## config.mk

```make
export PLATFORM = sky130hd
export DESIGN_NAME = cmp_toggle_pwm
export DESIGN_NICKNAME = d
export VERILOG_FILES = /design/src/rtl/ctpwm_pkg.sv /design/src/rtl/ctpwm_timer.sv /design/src/rtl/ctpwm_svc_fsm.sv /design/src/rtl/ctpwm_cmp_path.sv /design/src/rtl/cmp_toggle_pwm.sv
export SDC_FILE = /design/constraint.sdc
export NUM_CORES = 1
export LEC_CHECK = 0
export BUFFER_PORTS_ARGS = -buffer_cell sky130_fd_sc_hd__buf_2
export CORE_MARGIN = 5
export CORE_UTILIZATION = 55
export DETAILED_ROUTE_END_ITERATION = 10
export PLACE_DENSITY = 0.81
export SLEW_MARGIN = 20
export SYNTH_ARGS = -nofsm -noshare
export SYNTH_HDL_FRONTEND = slang
export SYNTH_SLANG_ARGS = --single-unit
```

## constraint.sdc

```tcl
create_clock -name clk -period 3.9 [get_ports clk]
set_input_delay 0.78 -clock clk [delete_from_list [all_inputs] [get_ports clk]]
set_output_delay 0.78 -clock clk [all_outputs]
set_load 0.005 [all_outputs]
```

## src/rtl/ctpwm_pkg.sv

```systemverilog
package ctpwm_pkg;

    localparam int unsigned MODE_W = 3;
    localparam logic [MODE_W-1:0] MODE_PWM = 3'b010;

    typedef enum logic [1:0] {
        ST_IDLE    = 2'd0,
        ST_ADVANCE = 2'd1,
        ST_FLIP    = 2'd2
    } svc_state_t;

endpackage

```

## src/rtl/ctpwm_timer.sv

```systemverilog
module ctpwm_timer #(
    parameter int unsigned CNT_W = 16
) (
    input  logic             clk,
    input  logic             rst,
    input  logic             en,
    output logic [CNT_W-1:0] cnt
);

    localparam logic [CNT_W-1:0] ONE = {{(CNT_W-1){1'b0}}, 1'b1};

    always_ff @(posedge clk) begin
        if (rst) begin
            cnt <= '0;
        end else if (en) begin
            cnt <= cnt + ONE;
        end
    end

endmodule

```

## src/rtl/ctpwm_svc_fsm.sv

```systemverilog
module ctpwm_svc_fsm
    import ctpwm_pkg::*;
(
    input  logic       clk,
    input  logic       rst,
    input  logic       hit,
    output logic       ld_cmp,
    output logic       flip_tbit,
    output logic       busy,
    output svc_state_t state
);

    svc_state_t state_nx;

    always_ff @(posedge clk) begin
        if (rst) begin
            state <= ST_IDLE;
        end else begin
            state <= state_nx;
        end
    end

    always_comb begin
        state_nx  = state;
        ld_cmp    = 1'b0;
        flip_tbit = 1'b0;
        busy      = 1'b1;
        unique case (state)
            ST_IDLE: begin
                busy = 1'b0;
                if (hit) begin
                    state_nx = ST_ADVANCE;
                end
            end
            ST_ADVANCE: begin
                ld_cmp   = 1'b1;
                state_nx = ST_FLIP;
            end
            ST_FLIP: begin
                flip_tbit = 1'b1;
                state_nx  = ST_IDLE;
            end
            default: begin
                state_nx = ST_IDLE;
            end
        endcase
    end

endmodule

```

## src/rtl/ctpwm_cmp_path.sv

```systemverilog
module ctpwm_cmp_path #(
    parameter int unsigned CNT_W = 16
) (
    input  logic             clk,
    input  logic             rst,
    input  logic             run,
    input  logic             busy,
    input  logic             ld_cmp,
    input  logic             flip_tbit,
    input  logic [CNT_W-1:0] cnt,
    input  logic [CNT_W-1:0] cmp_start,
    input  logic [CNT_W-1:0] inc_lo,
    input  logic [CNT_W-1:0] inc_hi,
    input  logic             tbit_init,
    output logic             hit,
    output logic             tbit,
    output logic [CNT_W-1:0] cmp
);

    logic [CNT_W-1:0] step;

    assign step = tbit ? inc_hi : inc_lo;
    assign hit  = run && !busy && (cnt == cmp);

    always_ff @(posedge clk) begin
        if (rst) begin
            cmp <= cmp_start;
        end else if (ld_cmp) begin
            cmp <= cmp + step;
        end
    end

    always_ff @(posedge clk) begin
        if (rst) begin
            tbit <= tbit_init;
        end else if (flip_tbit) begin
            tbit <= ~tbit;
        end
    end

endmodule

```

## src/rtl/cmp_toggle_pwm.sv

```systemverilog
module cmp_toggle_pwm
    import ctpwm_pkg::*;
#(
    parameter int unsigned CNT_W = 16
) (
    input  logic              clk,
    input  logic              rst,
    input  logic              tmr_en,
    input  logic [MODE_W-1:0] ctl_mode,
    input  logic              ctl_tgl_sel,
    input  logic              ctl_tbit_init,
    input  logic [CNT_W-1:0]  cmp_start,
    input  logic [CNT_W-1:0]  inc_lo,
    input  logic [CNT_W-1:0]  inc_hi,
    output logic              tbit_live,
    output logic              pwm_out,
    output logic              match_evt
);

    logic             run;
    logic             hit;
    logic             ld_cmp;
    logic             flip_tbit;
    logic             busy;
    svc_state_t       svc_state;
    logic [CNT_W-1:0] cnt_q;
    logic [CNT_W-1:0] cmp_q;

    assign run = tmr_en && (ctl_mode == MODE_PWM) && ctl_tgl_sel;

    ctpwm_timer #(.CNT_W(CNT_W)) u_timer (
        .clk (clk),
        .rst (rst),
        .en  (tmr_en),
        .cnt (cnt_q)
    );

    ctpwm_svc_fsm u_fsm (
        .clk       (clk),
        .rst       (rst),
        .hit       (hit),
        .ld_cmp    (ld_cmp),
        .flip_tbit (flip_tbit),
        .busy      (busy),
        .state     (svc_state)
    );

    ctpwm_cmp_path #(.CNT_W(CNT_W)) u_path (
        .clk       (clk),
        .rst       (rst),
        .run       (run),
        .busy      (busy),
        .ld_cmp    (ld_cmp),
        .flip_tbit (flip_tbit),
        .cnt       (cnt_q),
        .cmp_start (cmp_start),
        .inc_lo    (inc_lo),
        .inc_hi    (inc_hi),
        .tbit_init (ctl_tbit_init),
        .hit       (hit),
        .tbit      (tbit_live),
        .cmp       (cmp_q)
    );

    always_ff @(posedge clk) begin
        if (rst) begin
            pwm_out   <= 1'b1;
            match_evt <= 1'b0;
        end else begin
            match_evt <= hit;
            if (hit) begin
                pwm_out <= ~pwm_out;
            end
        end
    end

endmodule

```

; ---- Word-level counts from Yosys, hierarchy flattened
; Cells that the tools add are included.
; Widths: inputs -> output; s select.
[totals]
word_cells = 31
register_bits = 37
output_inout_bits = 3
inputBits = 56
[op_classes]
n_reduce_logical = 7
n_eq_ne = 5
mux = 9
n_addsub = 2
n_bitwise = 2
[op_table]
columns = operator, count
row1 = $mux 16, 3
row2 = $add 16x1->16 const B, 1
row3 = $add 16x16->16, 1
row4 = $eq 16x16->1, 1
row5 = $logic_and 1x1->1, 4
row6 = $mux 1, 4
row7 = $pmux 2 s2, 1
row8 = $reduce_bool 2->1, 2
row9 = $eq 3x2->1 const B, 1
row10 = $eq 2x1->1 const B, 1
row11 = $eq 2x2->1 const B, 1
row12 = $logic_not 2->1, 1
row13 = $mux 2, 1
row14 = $ne 2x2->1 const B, 1
row15 = $not 1->1, 2

; ---- Logic depth before layout (Yosys ltp)
; Gate-level depths: netlist of the first run.
[logic_depth]
ltp_word = 7
mapped_depth = 10
ltp_nobuf = 9

; ---- By module
; A second synthesis of the first run with hierarchy kept.
[unflattened]
hier_cells = 297
area_unflattened_um2 = 2778.9
[by_module_without_submodules]
columns = mod, cells_per_inst, instances, area_each_um2, seq_area_each_um2
row1 = ctpwm_cmp_path, 200, 1, 1861.8, 510.5
row2 = ctpwm_timer, 83, 1, 757.0, 320.3
row3 = ctpwm_svc_fsm, 7, 1, 86.3, 40.0
row4 = cmp_toggle_pwm, 7, 1, 73.8, 40.0

; ---- Worst setup path before layout of the first run
; Ideal clock, no wire load.
[synth_timing]
kind = register -> register
start = register u_path.tbit
end = register u_path.cmp[12] (data pin)
arrival_ps = 2699
required_time_ps = 3733
path_stages_with_launch = 11
synth_period_minus_slack_ps = 2866
n_path_buf = 3
slack_ps = 1034
setup_time_ps = 167
path_cell_list = edfxtp_1 buf_2 buf_1 mux2_2 ha_1 buf_6 and3_1 a221o_1 nand2b_4 o2111a_1 a221oi_2
[synth_via]
elab_chain_cells = 4
[synth_rtl]
columns = element, line
row1 = start: declaration, ctpwm_cmp_path.sv:16  ; output logic tbit,
row2 = start signal: assignment, ctpwm_cmp_path.sv:35  ; tbit <= tbit_init;
row3 = start signal: assignment, ctpwm_cmp_path.sv:37  ; tbit <= ~tbit;
row4 = $mux 16, ctpwm_cmp_path.sv:22  ; assign step = tbit ? inc_hi : inc_lo;
row5 = $add 16x16->16, ctpwm_cmp_path.sv:29  ; cmp <= cmp + step;
row6 = $mux 16, ctpwm_cmp_path.sv:28  ; end else if (ld_cmp) begin
row7 = $mux 16, ctpwm_cmp_path.sv:26  ; if (rst) begin
row8 = end signal: assignment, ctpwm_cmp_path.sv:27  ; cmp <= cmp_start;
row9 = end signal: assignment, ctpwm_cmp_path.sv:29
row10 = end: declaration, ctpwm_cmp_path.sv:17  ; output logic [CNT_W-1:0] cmp
; Every way passes these cells. The select of a mux whose other input is x is not followed.
; A chain may end at the register's enable or synchronous reset.

; ---- Worst setup path after layout of the first run
[layout_timing]
start = register u_path.tbit
end = register u_path.cmp[13] (data pin)
; The elaborated chain is that of the path after synthesis.

==> results.tsv, run 1 <==
stage	metric	value	unit
outcome	outcome	completed	
synth	yosys_warnings	0	
drt	via_count	2412	
sta	setup-tns-final	0	ns
die	die-area	0.00645	mm2
cells_and_area	fillers	426	
placement	gp_congestion	0.842	
clock_network	ctsResizeCount	0	
global_route	grt_pass1_vias	2300	
clock_network	clk_pin_slew	0.08	ns
synth	syn-cell-area	0.00272	mm2
drt	wl_per_cell	15.4	um
global_route	antenna_found_initial	0	
setup_path	path_class	reg -> reg	
global_route	grt_pass1_wl	10400	um
die	core_area	0.00475	mm2
sta	fin_ws	0.765	ns
worst_hold_path	min_path_cells	2	
placement	hpwl	5000	um
cells_and_area	multiInputGateArea	0.00170	mm2
setup_path	cp.arrival	3.20	ns
sta	setup_viol	0	
synth	synthDistinctLibCells	51	
sta	rsz0062_at_grt	no	
setup_path	cp-end-kind	flop	
clock_network	clock_latency	0.30	ns
sta	clock_skew	0.00903	ns
cells_and_area	n_antenna_cell	0	
drt	drc_errors	0	
synth	async_flop_share	0	%
placement	port_buffers	58	
drt	viasPerCell	5.74	
sta	fmax	319	MHz
global_route	track_usage	20.7	%
worst_hold_path	hold_class	reg -> reg	
die	die_y	80.3	um
cells_and_area	fin_nets	425	
die	row_count	25	
clock_network	htreeDepth	2	
sta	finalHoldViolCount	0	
power	ir_drop	0.000212	V
die	io_pins	59	
clock_network	cts_tree	built	
setup_path	reg2reg_depth	8	
clock_network	ctsHoldBuffers	0	
cells_and_area	final_cell_mix	buf_2, nor2_1, nand2_1	
synth	synth_seq_cells	37	
clock_network	clkSinkCount	37	
clock_network	clock_path_buffers	2	
worst_hold_path	hold_end	pwm_out	
cells_and_area	seqCellArea	911	um2
job	cap_viol_max_count	0	
global_route	grt_max_degree	52	
setup_path	rr_endpoint	u_path.cmp[13]	
synth	synth_nets	372	
setup_path	crit_required	3.96	ns
synth	avgSynthCellArea	9.09	um2
clock_network	root_buffer	clkbuf_8	
setup_path	worst_setup_path_start_kind	flop	
placement	pre_cts_slack	0.811	ns
clock_network	cts_buffers	5	
sta	final_max_slew_viol_count	0	
sta	tightest_slew	0.840	ns
die	dieWidth	80.3	um
drt	routed_wl	6470	um
cells_and_area	drive_above_1_share	24.6	%
setup_path	worstReg2RegStart	u_path.tbit	
drt	drt_iter0_drc	195	
drt	dr.pass1.iters	4	
synth	ys_seq_area_share	33.5	%
power	p_leak	0.00126	uW
drt	final_antenna_net_count	0	
cells_and_area	syn_to_final_growth	14.5	%
cells_and_area	final_common_cell	buf_2	
global_route	grt.overflow.total	0	
cells_and_area	final_area	0.00311	mm2
power	power_density	360	mW/mm2
sta	slew_headroom	44.0	%
placement	placed_cell_area	0.00303	mm2
setup_path	cp_max_fo	18	
synth	synth_edf_count	17	
setup_path	rrSetupSlack	0.77	ns
sta	layout_min_cycle_time	3.13	ns
synth	syn-instance-count	299	
worst_hold_path	holdCritStartpoint	pwm_out	
sta	post-route-period-util	80.4	%
synth	synth_ff_type	dfxtp_1	
die	start_util	57.2	%
clock_network	post_cts_buffers	0	
==> stage by stage <==
step | total power (uW) | utilization (%) | cells | hold WS [ns]
floorplan | 768 | - | 299 | 0.457
global placement | 841 | 63.7 | 412 | 0.495
detailed placement | 854 | 63.7 | 412 | 0.500
CTS | 1120 | 65.5 | 420 | 0.518
global route | 1180 | 65.5 | 420 | 0.557
finish | 1120 | 65.5 | 420 | 0.524
==> sequential cells by signal, indices dropped and copies added (netlist names) <==
name	flops
u_path.tbit	1
u_fsm.state	2
u_path.cmp	16
u_timer.cnt	16
pwm_out	1
match_evt	1
==> cells by family after synthesis <==
kind of cell,count (synthesis),share of synthesized area [%]
buffers and inverters,23,4.14
muxes,18,7.32
and+or+nand+nor,100,18.4
xor gates and xnor gates,35,11.3
AOI/OAI and AO/OA,69,17.3
adders and majority gates,17,8.10
DFF,37,33.5
==> power by group <==
part | switching [uW] | leakage [uW] | internal [uW]
combinational | 204 | 0.000887 | 173
sequential | 29.7 | 0.000329 | 443
clock | 147 | 0.0000482 | 124
==> synth_stat cells (11+ instances only) <==
library cell  number  area share (%)
edfxtp_1          17              19
o21ai_0           18             3.3
xor2_1            16             5.2
dfxtp_1           20              15
nand2_1           23             3.2
mux2_2            15             6.2
nor2_1            28             3.9
nand4_1           11             2.5
ha_1              16             7.4
a21oi_1           16             2.9
xnor2_1           19             6.1
==> worst max-delay path by stage <==
stage | from | endpoint | slack, ns
detailed placement | u_path.tbit | u_path.cmp[13] | 0.81
global route | u_path.tbit | u_path.cmp[10] | 0.47
floorplan | u_path.tbit | u_path.cmp[12] | 1.03
finish | u_path.tbit | u_path.cmp[13] | 0.77
CTS | u_path.tbit | u_path.cmp[13] | 0.78
global placement | u_path.tbit | u_path.cmp[13] | 0.89
==> metal layers <==
layer	global-route usage (%)	routed length, um	up-vias
li1	-	-	1203
met1	25.9	2690	1119
met3	4.37	389	17
met4	8.61	151	0
met2	34.5	3240	73
met5	0	0	-
==> worst max-delay path, cell delays in order (launching register included) <==
cell and delay, ns:
edfxtp_1 0.90, mux2i_1 0.38, inv_1 0.08, ha_1 0.30
a211oi_1 0.35, nor3_1 0.13, o211ai_1 0.37, nand3_1 0.11
a32o_1 0.27
==> cell type report <==
type	count	share of cell area [%]
multi-input cells	239	54.4
flip-flops and latches	37	29.2
repair buffers	60	9.80
well taps	67	2.69
clock buffers	5	2.21
inverters	9	1.08
clock inverters	3	0.522
Power figures use the tool's default switching activity.
==> run 2, diff against run 1 <==
--- a/config.mk
+++ b/config.mk
@@ -5,11 +5,12 @@
 export SDC_FILE = /design/constraint.sdc
 export NUM_CORES = 1
 export LEC_CHECK = 0
+export ABC_AREA = 1
 export BUFFER_PORTS_ARGS = -buffer_cell sky130_fd_sc_hd__buf_2
 export CORE_MARGIN = 5
 export CORE_UTILIZATION = 55
 export DETAILED_ROUTE_END_ITERATION = 10
-export PLACE_DENSITY = 0.81
+export PLACE_DENSITY = 0.79
 export SLEW_MARGIN = 20
 export SYNTH_ARGS = -nofsm -noshare
 export SYNTH_HDL_FRONTEND = slang
==> constraint.sdc (replaced) <==
create_clock -name clk -period 3.1 [get_ports clk]
set_input_delay 0.62 -clock clk [delete_from_list [all_inputs] [get_ports clk]]
set_output_delay 0.62 -clock clk [all_outputs]
set_load 0.005 [all_outputs]
==> results.tsv, run 2 <==
stage	metric	value	unit
clock_network	root_buffer	clkbuf_8	
synth	syn-instance-count	488	
power	ir_drop	0.000242	V
power	power	1430	uW
drt	final_antenna_net_count	0	
cells_and_area	fillers	515	
clock_network	ctsHoldBuffers	0	
synth	synth_top_cell_by_area	nand2_1	
die	start_util	56.4	%
outcome	outcome	completed	
placement	port_buffers	58	
synth	ys_top_cells_by_area	nand2_1, edfxtp_1, dfxtp_1	
cells_and_area	n_antenna_cell	0	
clock_network	clkSinkCount	37	
synth	synth_nets	561	
global_route	grt_max_degree	34	
global_route	antenna_found_initial	0	
clock_network	cts_buffers	5	
sta	setup_viol	0	
sta	final_max_slew_viol_count	0	
cells_and_area	final_area	0.00355	mm2
clock_network	ctsResizeCount	0	
synth	yosysTopAreaCellShare	21.0	%
drt	viasPerCell	5.11	
synth	syn-cell-area	0.00310	mm2
clock_network	htreeDepth	2	
global_route	grt_pass1_vias	3012	
cells_and_area	fin_nets	620	
clock_network	clock_latency	0.29	ns
sta	post-route-period-util	82.4	%
setup_path	cp.arrival	2.60	ns
die	die_y	85.1	um
synth	async_flop_share	0	%
drt	wl_per_cell	13.1	um
clock_network	post_cts_buffers	0	
cells_and_area	syn_to_final_growth	14.3	%
sta	clock_skew	0.00397	ns
placement	placed_cell_area	0.00347	mm2
cells_and_area	multiInputGateArea	0.00185	mm2
power	power_density	402	mW/mm2
setup_path	path_class	reg -> reg	
drt	dr.pass1.iters	5	
sta	slew_headroom	71.2	%
cells_and_area	drive_above_1_share	16.6	%
clock_network	cts_tree	built	
synth	synth_edf_count	17	
cells_and_area	final_cell_mix	nand2_1, inv_1, buf_2	
sta	fmax	391	MHz
power	p_leak	0.00187	uW
sta	layout_min_cycle_time	2.56	ns
synth	synthDistinctLibCells	30	
sta	holdWs	0.454	ns
setup_path	cp_max_fo	14	
worst_hold_path	hold_class	reg -> reg	
drt	drt_iter0_drc	197	
clock_network	clock_path_buffers	2	
sta	setup-tns-final	0	ns
global_route	track_usage	22.3	%
cells_and_area	seqCellArea	911	um2
sta	tightest_slew	0.432	ns
synth	avgSynthCellArea	6.36	um2
synth	yosysMostFrequentCell	nand2_1	
placement	gp_congestion	0.917	
setup_path	crit_required	3.15	ns
worst_hold_path	holdCritStartpoint	u_fsm.state[1]	
synth	synth_common_cells	nand2_1, inv_1, nor2_1	
die	core_area	0.00551	mm2
setup_path	startpoint	u_path.tbit	
sta	fin_ws	0.545	ns
die	row_count	27	
setup_path	worstReg2RegStart	u_path.tbit	
sta	rsz0062_at_grt	no	
placement	pre_cts_slack	0.574	ns
job	cap_viol_max_count	0	
die	die-area	0.00725	mm2
synth	synth_ff_type	dfxtp_1	
placement	hpwl	6460	um
setup_path	cp-end-kind	flop	
drt	via_count	3171	
die	dieWidth	85.1	um
sta	finalHoldViolCount	0	
clock_network	clk_pin_slew	0.07	ns
cells_and_area	final_common_cell	nand2_1	
global_route	grt_pass1_wl	13300	um
die	io_pins	59	
setup_path	worst_setup_path_start_kind	flop	
drt	drc_errors	0	
synth	synth_seq_cells	37	
synth	ys_seq_area_share	29.3	%
synth	yosys_warnings	0	
global_route	grt.overflow.total	0	
cells_and_area	reg.largest.list	u_path.cmp: 16 flops, u_timer.cnt: 16 flops, u_fsm.state: 2 flops	
drt	routed_wl	8090	um
## run 2: changes by cell type in the layout (fill, tap and decap cells not counted), sizes merged, moves of 4 or more
cell / previous run / this run
xor2: 16 / 1
xnor2: 19 / 7
and3: 5 / 0
a211o: 4 / 0
o211ai: 5 / 0
inv: 10 / 80
nand3: 9 / 32
nand2: 23 / 178
nor2: 28 / 45
## run 2: critical path: stages, from the launching register on
cell	delay [ns]
edfxtp_1	0.51
buf_4	0.28
mux2_2	0.36
ha_1	0.34
nand2_1	0.15
inv_1	0.06
a21oi_1	0.13
nand2_1	0.13
nand2_1	0.13
nand3_1	0.08
nand3_1	0.09
nand2_1	0.05
## run 2: power breakdown
part	total, uW	switching, uW	internal, uW
Combinational	510	306	204
Clock	331	171	160
Sequential	586	33.5	553
## run 2: layout make-up
cell class	instances	share of cell area, %
Tap cell	72	2.54
Sequential cell	37	25.7
Timing Repair Buffer	62	9.03
Inverter	80	8.46
Clock buffer	8	2.26
Multi-Input combinational cell	361	52.0
## run 2: worst paths after layout
| check | end | slack (ns) | cells past startpoint |
|---|---|---|---|
| setup / recovery | u_path.cmp[15] | 0.54 | 11 |
| hold / removal | u_fsm.state[1] | 0.45 | 1 |
| setup reg to reg | u_path.cmp[15] | 0.54 | 11 |
| hold reg to reg | u_fsm.state[1] | 0.45 | 1 |
## run 2: cells by family (layout without fill, tap and decap cells)
family	Yosys count	after routing	share of synthesized area [%]
buffers and inverters	90	150	11.2
AOI/OAI and AO/OA	39	39	6.37
xor gates and xnor gates	8	8	2.26
muxes	14	14	5.08
and+or+nand+nor	283	283	38.7
DFF	37	37	29.3
adders and majority gates	17	17	7.09
## run 2: routing by layer
| metal | track usage [%] | part of all wire (%) | up-vias |
|---|---|---|---|
| met1 | 28.2 | 44 | 1399 |
| met2 | 40.6 | 49 | 103 |
| met4 | 5.47 | 0.83 | 0 |
| met3 | 2.14 | 6.2 | 8 |
| met5 | 0 | 0 | - |
| li1 | - | - | 1661 |
## run 2: stage by stage
stage,util (%),cells
floorplan,-,488
global placement,63.0,612
detailed placement,63.0,612
CTS,64.4,620
global route,64.4,620
finish,64.4,620
==> run 3, diff against run 2 <==
==> constraint.sdc (replaced) <==
create_clock -name clk -period 2.6 [get_ports clk]
set_input_delay 0.52 -clock clk [delete_from_list [all_inputs] [get_ports clk]]
set_output_delay 0.52 -clock clk [all_outputs]
set_load 0.005 [all_outputs]
==> results.tsv, run 3 (synthesized netlist as in run 2, its figures left out) <==
stage	metric	value	unit
die	row_count	27	
placement	hpwl	6270	um
power	p_leak	0.00189	uW
job	cap_viol_max_count	0	
setup_path	cp-end-kind	flop	
placement	port_buffers	58	
drt	final_antenna_net_count	0	
sta	final_max_slew_viol_count	0	
cells_and_area	syn_to_final_growth	15.7	%
setup_path	cp.arrival	2.44	ns
sta	setup-tns-final	0	ns
drt	viasPerCell	5.06	
drt	drt_iter0_drc	156	
clock_network	clock_path_buffers	2	
die	die_y	85.1	um
clock_network	root_buffer	clkbuf_8	
setup_path	critPathSlowestCell	edfxtp_1	
cells_and_area	stdcell_count	620	
setup_path	cp_common_cell	nand3_1	
clock_network	cts_buffers	5	
clock_network	ctsHoldBuffers	0	
cells_and_area	final_common_cell	nand2_1	
clock_network	cts_tree	built	
power	ir_drop	0.000343	V
sta	setup_viol	0	
cells_and_area	final_cell_mix	nand2_1, inv_1, buf_2	
global_route	antenna_found_initial	0	
cells_and_area	reg.largest.list	u_path.cmp: 16 flops, u_timer.cnt: 16 flops, u_fsm.state: 2 flops	
setup_path	reg2reg_depth	13	
cells_and_area	fin_nets	620	
drt	via_count	3136	
die	io_pins	59	
clock_network	htreeDepth	2	
sta	rsz0062_at_grt	no	
clock_network	post_cts_buffers	0	
worst_hold_path	min_path_cells	1	
setup_path	slowest_delay	0.42	ns
global_route	grt_pass1_wl	13400	um
sta	fmax	418	MHz
sta	slew_headroom	63.2	%
setup_path	path_class	reg -> reg	
die	die-area	0.00725	mm2
die	core_area	0.00551	mm2
setup_path	crit_required	2.65	ns
worst_hold_path	hold_class	reg -> reg	
clock_network	clock_latency	0.29	ns
setup_path	worst_setup_path_start_kind	flop	
cells_and_area	fillers	504	
global_route	grt_max_degree	34	
setup_path	worstPathCellList	buf_12 > mux2_2 > ha_1 > inv_1 > fa_1 > inv_1 > nand3_1 > nand3_1 > nand3_1 > nand3_1 > nand2_1 > nand3_1 > nand2_1	
setup_path	cp_max_fo	20	
clock_network	clk_pin_slew	0.08	ns
drt	wl_per_cell	12.7	um
die	dieWidth	85.1	um
global_route	grt.overflow.total	0	
cells_and_area	n_antenna_cell	0	
drt	dr.pass1.iters	4	
global_route	grt_pass1_vias	3069	
sta	clock_skew	0.00327	ns
placement	dp.cells	612	
power	power_density	500	mW/mm2
cells_and_area	drive_above_1_share	17.0	%
sta	tightest_slew	0.551	ns
clock_network	ctsResizeCount	0	
global_route	track_usage	22.6	%
sta	finalHoldViolCount	0	
sta	post-route-period-util	91.9	%
drt	routed_wl	7860	um
die	start_util	56.4	%
outcome	outcome	completed	
clock_network	clkSinkCount	37	
placement	gp_congestion	0.923	
sta	layout_min_cycle_time	2.39	ns
drt	drc_errors	0	
run 3: cell count changes in the layout (fill, tap and decap cells not counted):
cell	change
clkbuf_8	+1
clkbuf_16	+1
buf_4	-1
buf_12	+1
clkbuf_1	-2
run 3: metal layers:
| layer | up-vias | GRT usage [%] | share of wire, % | wire [um] |
|---|---|---|---|---|
| met5 | - | 0 | 0 | 0 |
| met4 | 0 | 6.33 | 1.1 | 87 |
| met3 | 12 | 2.62 | 5.3 | 416 |
| met2 | 91 | 40.7 | 50 | 3910 |
| met1 | 1373 | 28.2 | 44 | 3450 |
| li1 | 1660 | - | - | - |
run 3: stage by stage:
step / setup slack, ns / utilization (%) / hold slack, ns / instance area, um2 / power [uW]
after floorplan: 0.320 / - / 0.418 / 3100 / 1150
after global placement: 0.309 / 63.2 / 0.435 / 3480 / 1290
after detailed placement: 0.278 / 63.2 / 0.460 / 3480 / 1310
after CTS: 0.261 / 65.2 / 0.472 / 3590 / 1800
after global routing: 0.0616 / 65.2 / 0.488 / 3590 / 1930
final: 0.210 / 65.2 / 0.470 / 3590 / 1790
run 3: layout make-up:
type                            instances  area [um2]  area share (%)
Inverter                               80         300            8.36
Multi-Input combinational cell        361        1850            51.4
Tap cell                               72        90.1            2.51
Timing Repair Buffer                   62         333            9.27
Clock buffer                            8         111            3.10
Sequential cell                        37         911            25.4
run 3: where the power goes:
| part | internal (uW) | switching [uW] | leakage, uW | total, uW |
|---|---|---|---|---|
| clock network | 274 | 219 | 0.0000566 | 493 |
| registers | 659 | 37.1 | 0.000330 | 696 |
| logic | 246 | 360 | 0.00150 | 606 |
| total | 1180 | 616 | 0.00189 | 1790 |
run 3: final timing paths:
| kind | from | endpoint | slack [ns] |
|---|---|---|---|
| max | u_path.tbit | u_path.cmp[12] | 0.21 |
| min | u_fsm.state[1] | u_fsm.state[1] | 0.47 |
| max reg2reg | u_path.tbit | u_path.cmp[12] | 0.21 |
| min reg2reg | u_fsm.state[1] | u_fsm.state[1] | 0.47 |
run 3: worst max-delay path: cells and delay by family, from the launching register on:
family,cells,cell delay (ns)
buf+inv,3,0.35
fa+ha+maj,2,0.52
mux,1,0.23
flops,1,0.42
simple gates,7,0.63
